[src/rtl/bmf_pkg.sv]
// Shared types and helpers for the bitmap scanline pixel fetcher.
// Assumes the display control word carries the format in bits 2:0 and
// the page select in bit 4.
package bmf_pkg;

    // Pixel encoding chosen for a line
    typedef enum logic [1:0] {
        FMT_NONE    = 2'd0,
        FMT_DIRECT  = 2'd1,
        FMT_INDEXED = 2'd2
    } fmt_e;

    localparam logic [2:0] CODE_DIRECT  = 3'd3;
    localparam logic [2:0] CODE_INDEXED = 3'd4;
    localparam int         CTRL_FMT_LSB = 0;
    localparam int         CTRL_PAGE_BIT = 4;

    // Map the 3-bit format field onto the internal encoding
    function automatic fmt_e decode_fmt(input logic [2:0] code);
        if (code == CODE_DIRECT) begin
            return FMT_DIRECT;
        end else if (code == CODE_INDEXED) begin
            return FMT_INDEXED;
        end
        return FMT_NONE;
    endfunction

endpackage

[src/rtl/bmf_seq.sv]
// Line sequencer: accepts a start strobe, latches format, page and line,
// and steps the pixel column from 0 to LINE_W-1, one column per cycle.
// Assumes a start during an active walk is to be ignored.
module bmf_seq
    import bmf_pkg::*;
#(
    parameter int LINE_W = 240,
    parameter int XW     = 8,
    parameter int YW     = 8,
    parameter int CW     = 16
) (
    input  logic          clk,
    input  logic          rst_n,
    input  logic          start,
    input  logic [YW-1:0] line_in,
    input  logic [CW-1:0] ctrl_in,
    output logic          run,
    output logic [XW-1:0] col,
    output logic [YW-1:0] row,
    output fmt_e          fmt,
    output logic          page,
    output logic          last
);
    localparam logic [XW-1:0] LAST_COL = XW'(LINE_W - 1);

    logic accept;
    assign accept = start && !run;

    // Latch line parameters on an accepted start and advance the column
    always_ff @(posedge clk) begin
        if (!rst_n) begin
            run  <= 1'b0;
            col  <= '0;
            row  <= '0;
            fmt  <= FMT_NONE;
            page <= 1'b0;
        end else if (accept) begin
            run  <= 1'b1;
            col  <= '0;
            row  <= line_in;
            fmt  <= decode_fmt(ctrl_in[CTRL_FMT_LSB +: 3]);
            page <= ctrl_in[CTRL_PAGE_BIT];
        end else if (run) begin
            if (col == LAST_COL) begin
                run <= 1'b0;
            end else begin
                col <= col + 1'b1;
            end
        end
    end

    // Flag the final column of the walk
    always_comb begin
        last = run && (col == LAST_COL);
    end

endmodule

[src/rtl/bmf_addr.sv]
// Address generator: turns column, row, format and page into a video
// memory byte offset and read enable. Purely combinational; assumes
// row < number of visible lines so the offset fits VA_W bits.
module bmf_addr
    import bmf_pkg::*;
#(
    parameter int LINE_W    = 240,
    parameter int XW        = 8,
    parameter int YW        = 8,
    parameter int VA_W      = 17,
    parameter int PAGE1_OFS = 'hA000
) (
    input  logic            run,
    input  logic [XW-1:0]   col,
    input  logic [YW-1:0]   row,
    input  fmt_e            fmt,
    input  logic            page,
    output logic [VA_W-1:0] addr,
    output logic            rd
);
    localparam logic [VA_W-1:0] LINE_STRIDE = VA_W'(LINE_W);
    localparam logic [VA_W-1:0] PAGE1_BASE  = VA_W'(PAGE1_OFS);

    logic [VA_W-1:0] lin;
    logic [VA_W-1:0] page_base;

    // Linear pixel index within a frame
    always_comb begin
        lin = VA_W'(row) * LINE_STRIDE + VA_W'(col);
    end

    // Page base for the indexed encoding
    always_comb begin
        page_base = page ? PAGE1_BASE : '0;
    end

    // Byte offset per encoding and read enable
    always_comb begin
        unique case (fmt)
            FMT_DIRECT:  addr = {lin[VA_W-2:0], 1'b0};
            FMT_INDEXED: addr = page_base + lin;
            default:     addr = '0;
        endcase
        rd = run && (fmt != FMT_NONE);
    end

endmodule

[src/rtl/bmf_color.sv]
// Color pipeline: stage 1 receives the video word and issues the palette
// lookup, stage 2 receives the palette word, and the output stage
// registers the final pixel. Assumes both memories return data one cycle
// after the read enable.
module bmf_color
    import bmf_pkg::*;
#(
    parameter int XW       = 8,
    parameter int YW       = 8,
    parameter int PA_W     = 9,
    parameter int PIX_W    = 16,
    parameter int PAL_BANK = 0
) (
    input  logic             clk,
    input  logic             rst_n,
    input  logic             in_valid,
    input  logic [XW-1:0]    in_col,
    input  logic [YW-1:0]    in_row,
    input  fmt_e             in_fmt,
    input  logic             in_hi,
    input  logic             in_last,
    input  logic [PIX_W-1:0] vram_data,
    output logic [PA_W-1:0]  pal_addr,
    output logic             pal_rd,
    input  logic [PIX_W-1:0] pal_data,
    output logic             pix_valid,
    output logic [XW-1:0]    pix_x,
    output logic [YW-1:0]    pix_y,
    output logic [PIX_W-1:0] pix_color,
    output logic             line_done
);
    localparam int              IDX_W     = PA_W - 1;
    localparam logic [PA_W-1:0] BANK_BASE = PA_W'(PAL_BANK * 32);

    // stage 1 state
    logic             s1_v;
    logic [XW-1:0]    s1_x;
    logic [YW-1:0]    s1_y;
    fmt_e             s1_fmt;
    logic             s1_hi;
    logic             s1_last;
    // stage 2 state
    logic             s2_v;
    logic [XW-1:0]    s2_x;
    logic [YW-1:0]    s2_y;
    fmt_e             s2_fmt;
    logic             s2_last;
    logic [PIX_W-1:0] s2_word;

    logic [IDX_W-1:0] idx;
    logic [PIX_W-1:0] color_sel;

    // Stage 1: track the read issued last cycle
    always_ff @(posedge clk) begin
        if (!rst_n) begin
            s1_v    <= 1'b0;
            s1_x    <= '0;
            s1_y    <= '0;
            s1_fmt  <= FMT_NONE;
            s1_hi   <= 1'b0;
            s1_last <= 1'b0;
        end else begin
            s1_v    <= in_valid;
            s1_x    <= in_col;
            s1_y    <= in_row;
            s1_fmt  <= in_fmt;
            s1_hi   <= in_hi;
            s1_last <= in_last;
        end
    end

    // Pick the addressed byte lane of the returned video word
    always_comb begin
        idx = s1_hi ? vram_data[PIX_W-1 -: IDX_W] : vram_data[IDX_W-1:0];
    end

    // Palette lookup address and enable
    always_comb begin
        pal_addr = BANK_BASE + {idx, 1'b0};
        pal_rd   = s1_v && (s1_fmt == FMT_INDEXED);
    end

    // Stage 2: capture direct word and wait for palette data
    always_ff @(posedge clk) begin
        if (!rst_n) begin
            s2_v    <= 1'b0;
            s2_x    <= '0;
            s2_y    <= '0;
            s2_fmt  <= FMT_NONE;
            s2_last <= 1'b0;
            s2_word <= '0;
        end else begin
            s2_v    <= s1_v;
            s2_x    <= s1_x;
            s2_y    <= s1_y;
            s2_fmt  <= s1_fmt;
            s2_last <= s1_last;
            s2_word <= (s1_v && s1_fmt == FMT_DIRECT) ? vram_data : '0;
        end
    end

    // Final color by encoding
    always_comb begin
        unique case (s2_fmt)
            FMT_DIRECT:  color_sel = s2_word;
            FMT_INDEXED: color_sel = pal_data;
            default:     color_sel = '0;
        endcase
    end

    // Output registers
    always_ff @(posedge clk) begin
        if (!rst_n) begin
            pix_valid <= 1'b0;
            pix_x     <= '0;
            pix_y     <= '0;
            pix_color <= '0;
            line_done <= 1'b0;
        end else begin
            pix_valid <= s2_v;
            pix_x     <= s2_x;
            pix_y     <= s2_y;
            pix_color <= s2_v ? color_sel : '0;
            line_done <= s2_v && s2_last;
        end
    end

endmodule

[src/rtl/bitmap_line_fetch.sv]
// Top of the bitmap scanline pixel fetcher. Fetches one line of LINE_W
// pixels in direct-color or indexed format and streams them out with
// coordinates. Assumes synchronous memories with one cycle read latency.
module bitmap_line_fetch
    import bmf_pkg::*;
#(
    parameter int LINE_W    = 240,
    parameter int NUM_LINES = 160,
    parameter int CW        = 16,
    parameter int VA_W      = 17,
    parameter int PA_W      = 9,
    parameter int PIX_W     = 16,
    parameter int PAGE1_OFS = 'hA000,
    parameter int PAL_BANK  = 0,
    localparam int XW       = $clog2(LINE_W),
    localparam int YW       = $clog2(NUM_LINES)
) (
    input  logic             clk,
    input  logic             rst_n,
    input  logic             start,
    input  logic [YW-1:0]    line_num,
    input  logic [CW-1:0]    ctrl_word,
    output logic [VA_W-1:0]  vram_addr,
    output logic             vram_rd,
    input  logic [PIX_W-1:0] vram_data,
    output logic [PA_W-1:0]  pal_addr,
    output logic             pal_rd,
    input  logic [PIX_W-1:0] pal_data,
    output logic             pix_valid,
    output logic [XW-1:0]    pix_x,
    output logic [YW-1:0]    pix_y,
    output logic [PIX_W-1:0] pix_color,
    output logic             line_done
);
    logic          run;
    logic [XW-1:0] col;
    logic [YW-1:0] row;
    fmt_e          fmt;
    logic          page;
    logic          last;

    bmf_seq #(
        .LINE_W (LINE_W),
        .XW     (XW),
        .YW     (YW),
        .CW     (CW)
    ) u_seq (
        .clk     (clk),
        .rst_n   (rst_n),
        .start   (start),
        .line_in (line_num),
        .ctrl_in (ctrl_word),
        .run     (run),
        .col     (col),
        .row     (row),
        .fmt     (fmt),
        .page    (page),
        .last    (last)
    );

    bmf_addr #(
        .LINE_W    (LINE_W),
        .XW        (XW),
        .YW        (YW),
        .VA_W      (VA_W),
        .PAGE1_OFS (PAGE1_OFS)
    ) u_addr (
        .run  (run),
        .col  (col),
        .row  (row),
        .fmt  (fmt),
        .page (page),
        .addr (vram_addr),
        .rd   (vram_rd)
    );

    bmf_color #(
        .XW       (XW),
        .YW       (YW),
        .PA_W     (PA_W),
        .PIX_W    (PIX_W),
        .PAL_BANK (PAL_BANK)
    ) u_color (
        .clk       (clk),
        .rst_n     (rst_n),
        .in_valid  (run),
        .in_col    (col),
        .in_row    (row),
        .in_fmt    (fmt),
        .in_hi     (vram_addr[0]),
        .in_last   (last),
        .vram_data (vram_data),
        .pal_addr  (pal_addr),
        .pal_rd    (pal_rd),
        .pal_data  (pal_data),
        .pix_valid (pix_valid),
        .pix_x     (pix_x),
        .pix_y     (pix_y),
        .pix_color (pix_color),
        .line_done (line_done)
    );

endmodule

[config.mk]
export PLATFORM = sky130hd
export DESIGN_NAME = bitmap_line_fetch
export DESIGN_NICKNAME = d
export VERILOG_FILES = /design/src/rtl/bmf_pkg.sv /design/src/rtl/bmf_seq.sv /design/src/rtl/bmf_addr.sv /design/src/rtl/bmf_color.sv /design/src/rtl/bitmap_line_fetch.sv
export SDC_FILE = /design/constraint.sdc
export NUM_CORES = 1
export LEC_CHECK = 0
export BUFFER_PORTS_ARGS = -buffer_cell sky130_fd_sc_hd__buf_2
export CORE_UTILIZATION = 36
export DETAILED_ROUTE_END_ITERATION = 8
export SETUP_SLACK_MARGIN = 0.4
export SLEW_MARGIN = 5
export SYNTH_ARGS = -nofsm -noshare
export SYNTH_HDL_FRONTEND = slang
export SYNTH_SLANG_ARGS = --single-unit
[constraint.sdc]
create_clock -name clk -period 6.2 [get_ports clk]
set_input_delay 0.62 -clock clk [delete_from_list [all_inputs] [get_ports clk]]
set_output_delay 0.62 -clock clk [all_outputs]
set_load 0.01 [all_outputs]
==> results of run 1 <==
-- layout make-up --
| class | instances | area [µm²] |
|---|---|---|
| Multi-Input combinational cell | 351 | 2590 |
| Tap cell | 176 | 220 |
| Fill cell | 1299 | 7460 |
| Timing Repair Buffer | 107 | 536 |
| Clock inverter | 7 | 80.1 |
| Inverter | 33 | 124 |
| Sequential cell | 111 | 2220 |
| Clock buffer | 9 | 225 |
-- metrics by stage --
step / cell area, µm² / cells / total power [W] / hold slack, ns / worst slack, ns
global route: 6000 / 794 / 0.00158 / 0.447 / 0.468
finish: 6000 / 794 / 0.00150 / 0.427 / 0.858
CTS: 6000 / 794 / 0.00152 / 0.426 / 0.843
detailed placement: 5690 / 778 / 0.000942 / 0.417 / 1.23
global placement: 5690 / 778 / 0.000938 / 0.415 / 1.25
floorplan: 5040 / 520 / 0.000890 / 0.412 / 1.61
-- kinds of logic after synthesis --
| family | synth area share [%] |
|---|---|
| other | 0.0744 |
| XOR/XNOR | 2.95 |
| AND/OR/NAND/NOR | 22.0 |
| adder cells (fa/ha/maj) | 12.5 |
| buffers and inverters | 4.52 |
| AO/OA/AOI/OAI | 12.0 |
| flip-flops | 44.1 |
| multiplexers | 1.79 |
-- power breakdown --
part           switching (W)  internal [W]  total, W
clock network       0.000258      0.000318  0.000576
logic               0.000110     0.0000831  0.000193
registers         0.00000915      0.000723  0.000732
total               0.000377       0.00112   0.00150
-- layer usage --
layer / vias up / part of all wire (%)
met5: - / 0
met4: 0 / 2.8
met3: 15 / 5.6
met2: 118 / 44
met1: 1689 / 48
li1: 1907 / -
-- worst min path at each step --
stage | start | endpoint | cells after the start
finish | u_color.s2_x[6]$_SDFF_PN0_ | u_color.pix_x[6]$_SDFF_PN0_ | 1
global route | u_color.s1_x[2]$_SDFF_PN0_ | u_color.s2_x[2]$_SDFF_PN0_ | 1
CTS | u_color.s2_x[6]$_SDFF_PN0_ | u_color.pix_x[6]$_SDFF_PN0_ | 1
detailed placement | u_color.s2_x[5]$_SDFF_PN0_ | u_color.pix_x[5]$_SDFF_PN0_ | 1
global placement | u_color.s2_x[7]$_SDFF_PN0_ | u_color.pix_x[7]$_SDFF_PN0_ | 1
floorplan | u_color.s2_x[0]$_SDFF_PN0_ | u_color.pix_x[0]$_SDFF_PN0_ | 1
-- registers in the layout (all words and copies together), names as in the netlist, 2 cells and up --
register / count
u_color.pix_color: 16
u_color.pix_x: 8
u_color.pix_y: 8
u_color.s1_fmt: 2
u_color.s1_x: 8
u_color.s1_y: 8
u_color.s2_fmt: 2
u_color.s2_word: 16
u_color.s2_x: 8
u_color.s2_y: 8
u_seq.col: 8
u_seq.fmt: 2
u_seq.row: 8
-- worst max-delay path: stages (launching register included) --
cell,delay [ns]
dfxtp_1,0.42
inv_1,0.14
fa_1,0.47
fa_1,0.51
inv_1,0.04
ha_1,0.35
nor2b_4,0.15
o31a_1,0.27
o21a_2,0.23
o41ai_2,0.23
xnor2_1,0.23
and3b_1,0.28
xor2_1,0.16
ha_1,0.21
nor2b_1,0.06
and4_2,0.23
o21ai_0,0.14
nand3_1,0.09
buf_2,0.15
-- cell usage in the layout (no fill, tap or decap), types with 2 or more instances in the layout --
master	Yosys	layout
and4_1	2	2
and2_1	74	74
o21a_1	6	6
o21ai_0	10	10
nor2b_1	21	21
xnor2_1	10	10
nor2_1	35	35
mux2_2	8	8
fa_1	14	14
nand3_1	12	12
a21oi_1	9	9
dfxtp_1	111	111
ha_1	28	28
inv_1	33	33
a21o_1	3	3
and3b_1	2	2
a21boi_0	12	12
buf_2	2	107
nand2b_1	3	3
nand2_1	29	29
a22oi_1	30	30
and3_1	2	2
clkbuf_16	0	9
nor3_1	3	3
a211oi_1	3	3
nand4_1	3	3
or3_1	3	3
clkinv_4	0	2
nand4b_1	3	3
xor2_1	7	7
==> impl_metrics.py, run 1 <==
metrics = {
    "setup_path": {
        "timing.rr.start": "u_seq.col[0]$_SDFFE_PP0P_",
        "r2r_end": "u_seq.col[3]$_SDFFE_PP0P_",
        "r2r_cells": 5,
        "critPathRequiredTime_ns": 5.58,
        "end_kind": "primary output",
        "crit_path_end": "vram_addr[16]",
        "path_class": "reg2out",
        "cp.arrival_ns": 4.72,
        "startpoint_type": "flop",
        "worstPathMaxFanout": 5,
        "cp-startpoint": "u_seq.row[3]$_SDFFE_PN0P_",
        "reg2reg_slack_ns": 4.39,
    },
    "drt": {
        "drtPass1Iterations": 4,
        "vias_per_cell": 4.70,
        "wl_per_cell_um": 12.5,
        "wirelength_um": 9950,
        "detail-route-antenna-nets": 0,
        "drt_iter0_drc": 181,
        "vias": 3729,
        "drc": 0,
    },
    "grt": {
        "met3_usage_pct": 2.74,
        "grt_first_pass_wirelength_um": 16700,
        "antenna_found_initial": 0,
        "use_met1_pct": 18.8,
        "overflow": 0,
        "grt_pass1_vias": 3585,
        "grt_max_degree": 72,
        "grt-busiest-layer": "met2",
        "grt_usage_pct": 14.4,
        "grtUsageMet2_pct": 22.9,
    },
    "final_layout": {
        "fin_util_pct": 44.6,
        "nets": 714,
        "drive_gt1_share_pct": 22.7,
        "area_growth_pct": 19.0,
        "antenna_cells": 0,
    },
    "synth": {
        "synthTopCellsByCount": "dfxtp_1 (111), and2_1 (74), nor2_1 (35)",
        "synth_edf_count": 0,
        "synth.distinct_cells": 49,
        "yosysWarnings": 0,
        "yosys.area.top_type": "dfxtp_1",
        "synth_nets": 621,
        "synthCells": 520,
        "synth_seq_cells": 111,
        "ys_seq_area_share_pct": 44.1,
        "synth.most_common_cell": "dfxtp_1",
        "synth_area_leaders": "dfxtp_1 (44%), and2_1 (9.2%), ha_1 (7.0%), fa_1 (5.6%), a22oi_1 (4.5%)",
        "synthFlopType": "dfxtp_1",
        "synth_top_area_share_pct": 44.1,
        "async_flop_share_pct": 0,
        "syn_area_per_cell_um2": 9.69,
        "syn_area_um2": 5040,
    },
    "die": {
        "io_pins": 121,
        "core-area_um2": 13500,
        "start_util_pct": 37.5,
        "die_h_um": 120,
        "std_cell_rows": 42,
        "die_area_um2": 14500,
        "die_x_um": 120,
    },
    "job": {
        "cap_violations": 0,
    },
    "placed_design": {
        "routabilityCongestion": 0.855,
        "port_buffers": 107,
        "dpl.hpwl_um": 7520,
    },
    "clock_tree": {
        "cts_resized": 0,
        "cts_made_buffers": 9,
        "cts_tree": "done",
        "post_cts_buffers": 0,
        "holdBufCountCts": 0,
        "cts-htree-levels": 3,
        "clk_pin_slew_ns": 0.08,
        "clock_sinks": 111,
        "root_buffer": "clkbuf_16",
        "max-clock-path-buffers": 2,
        "clock_latency_ns": 0.34,
    },
    "sta": {
        "setup_viol": 0,
        "fmax_mhz": 187,
        "rsz0062_at_grt": "no",
        "slew_headroom_pct": 40.9,
        "fin_crit_sh_pct": 86.2,
        "tns_ns": 0,
        "finalHoldViolCount": 0,
        "worst_pin_slew_ns": 0.887,
        "slew_viol_final": 0,
        "fin_skew_ns": 0.0106,
        "period_needed_ns": 5.34,
    },
    "outcome": {
        "outcome": "complete, no violations",
    },
    "worst_hold_path": {
        "hp-class": "reg2reg",
    },
    "power": {
        "p_leak_nw": 2.65,
        "cellPowerDensity_nw_per_um2": 250,
        "ir_worst_vdd_mv": 0.162,
    },
}
Note: power is estimated with default switching activity, not from simulation.
==> run 2, diff against run 1 <==
- CELL_PAD_IN_SITES_DETAIL_PLACEMENT: unset -> 0
- CELL_PAD_IN_SITES_GLOBAL_PLACEMENT: unset -> 1
- PLACE_DENSITY_LB_ADDON: unset -> 0.1
- TNS_END_PERCENT: unset -> 10
==> impl_metrics.py, run 2 (same netlist as run 1, synthesis figures left out) <==
metrics = {
    "outcome": {
        "outcome": "complete, no violations",
    },
    "drt": {
        "drt_iter0_drc": 242,
        "drc": 0,
        "vias_per_cell": 4.66,
        "detail-route-antenna-nets": 0,
        "drtPass1Iterations": 4,
        "wirelength_um": 10200,
        "vias": 3697,
        "wl_per_cell_um": 12.9,
    },
    "setup_path": {
        "worstPathMaxFanout": 5,
        "critPathTopFamily": "adder cells",
        "cpPeakStageDelay_ns": 0.51,
        "path_cells": "inv_1, fa_1, fa_1, inv_1, ha_1, nor2b_4, o31a_1, o21a_2, o41ai_2, xnor2_1, and3b_1, xor2_1, ha_1, nor2b_1, and4_2, o21ai_0, nand3_1, buf_2",
        "timing.critical_path.buf_inv": 3,
        "cp.arrival_ns": 4.74,
        "path_class": "reg2out",
        "end_kind": "primary output",
        "critPathRequiredTime_ns": 5.58,
        "startpoint_type": "flop",
        "cp_slowest_cell": "fa_1",
    },
    "clock_tree": {
        "cts_made_buffers": 9,
        "post_cts_buffers": 0,
        "cts_tree": "done",
        "cts-htree-levels": 3,
        "clock_latency_ns": 0.34,
        "cts_resized": 0,
        "holdBufCountCts": 0,
        "max-clock-path-buffers": 2,
        "clock_sinks": 111,
        "clk_pin_slew_ns": 0.07,
        "root_buffer": "clkbuf_16",
    },
    "sta": {
        "setup_slack_ns": 0.845,
        "fin_skew_ns": 0.00833,
        "rsz0062_at_grt": "no",
        "worst_pin_slew_ns": 0.910,
        "finalHoldViolCount": 0,
        "fin_crit_sh_pct": 86.4,
        "slew_viol_final": 0,
        "period_needed_ns": 5.36,
        "tns_ns": 0,
        "slew_headroom_pct": 39.3,
        "setup_viol": 0,
        "fmax_mhz": 187,
    },
    "grt": {
        "grt_pass1_vias": 3433,
        "grt_first_pass_wirelength_um": 16500,
        "grt-busiest-layer": "met2",
        "use_met1_pct": 19.5,
        "grt_max_degree": 72,
        "grt_usage_pct": 14.5,
        "antenna_found_initial": 0,
        "overflow": 0,
        "grtUsageMet2_pct": 22.7,
        "met3_usage_pct": 3.16,
    },
    "power": {
        "ir_worst_vdd_mv": 0.120,
        "cellPowerDensity_nw_per_um2": 251,
        "p_leak_nw": 2.65,
    },
    "worst_hold_path": {
        "hp-class": "reg2reg",
    },
    "job": {
        "cap_violations": 0,
    },
    "die": {
        "die_area_um2": 14500,
        "die_h_um": 120,
        "core-area_um2": 13500,
        "std_cell_rows": 42,
        "die_x_um": 120,
        "io_pins": 121,
        "start_util_pct": 37.5,
    },
    "final_layout": {
        "layout_common_cells": "dfxtp_1 (111), buf_2 (107), and2_1 (74), nor2_1 (35), inv_1 (33)",
        "antenna_cells": 0,
        "stdcell_area_um2": 6000,
        "drive_gt1_share_pct": 22.5,
        "area_growth_pct": 19.1,
        "nets": 714,
        "final_common_cell": "dfxtp_1",
        "largest_registers": "u_color.pix_color (16), u_color.s2_word (16)",
    },
    "placed_design": {
        "dpl.hpwl_um": 7500,
        "routabilityCongestion": 0.802,
        "dpl_cell_area_um2": 5690,
        "place_ws_ns": 1.22,
        "port_buffers": 107,
    },
}
-- run 2: cell type report --
class                           instances  area (µm²)
Multi-Input combinational cell        351        2590
Clock inverter                          5        66.3
Sequential cell                       111        2220
Inverter                               33         124
Timing Repair Buffer                  107         536
Fill cell                            1347        7450
Clock buffer                           11         243
Tap cell                              176         220
-- run 2: final timing paths --
| check | start | to | slack, ns | depth (start not counted) |
|---|---|---|---|---|
| max | u_seq.row[2]$_SDFFE_PN0P_ | vram_addr[16] | 0.84 | 18 |
| min | u_color.s2_x[6]$_SDFF_PN0_ | u_color.pix_x[6]$_SDFF_PN0_ | 0.42 | 1 |
| max reg2reg | u_seq.col[0]$_SDFFE_PP0P_ | u_seq.col[3]$_SDFFE_PP0P_ | 4.43 | 5 |
| min reg2reg | u_color.s2_x[6]$_SDFF_PN0_ | u_color.pix_x[6]$_SDFF_PN0_ | 0.42 | 1 |
-- run 2: worst register-to-register path, cell delays in order (launching register included) --
cell	delay [ns]
dfxtp_1	0.48
ha_1	0.22
nand3_1	0.16
o21ai_0	0.53
o21ai_0	0.18
a21oi_1	0.13
-- run 2: stage by stage --
step | hold WS (ns) | std cells | util (%) | total power [W]
floorplan | 0.412 | 520 | - | 0.000890
global placement | 0.414 | 778 | 42.3 | 0.000940
detailed placement | 0.417 | 778 | 42.3 | 0.000944
finish | 0.422 | 794 | 44.6 | 0.00151
CTS | 0.424 | 794 | 44.6 | 0.00153
global route | 0.430 | 794 | 44.6 | 0.00159
-- run 2: metal layers --
| layer | share of wire [%] | vias to the layer above | wire length, µm |
|---|---|---|---|
| met4 | 1.2 | 0 | 121 |
| met2 | 44 | 108 | 4480 |
| li1 | - | 1904 | - |
| met5 | 0 | - | 0 |
| met1 | 49 | 1678 | 4980 |
| met3 | 6.4 | 7 | 652 |
-- run 2: power breakdown --
part           total, W  leakage, nW  switching (W)  internal (W)
clock          0.000584        0.148       0.000255      0.000329
combinational  0.000192         1.60       0.000110     0.0000827
sequential     0.000732        0.897     0.00000954      0.000723
total           0.00151         2.65       0.000374       0.00113
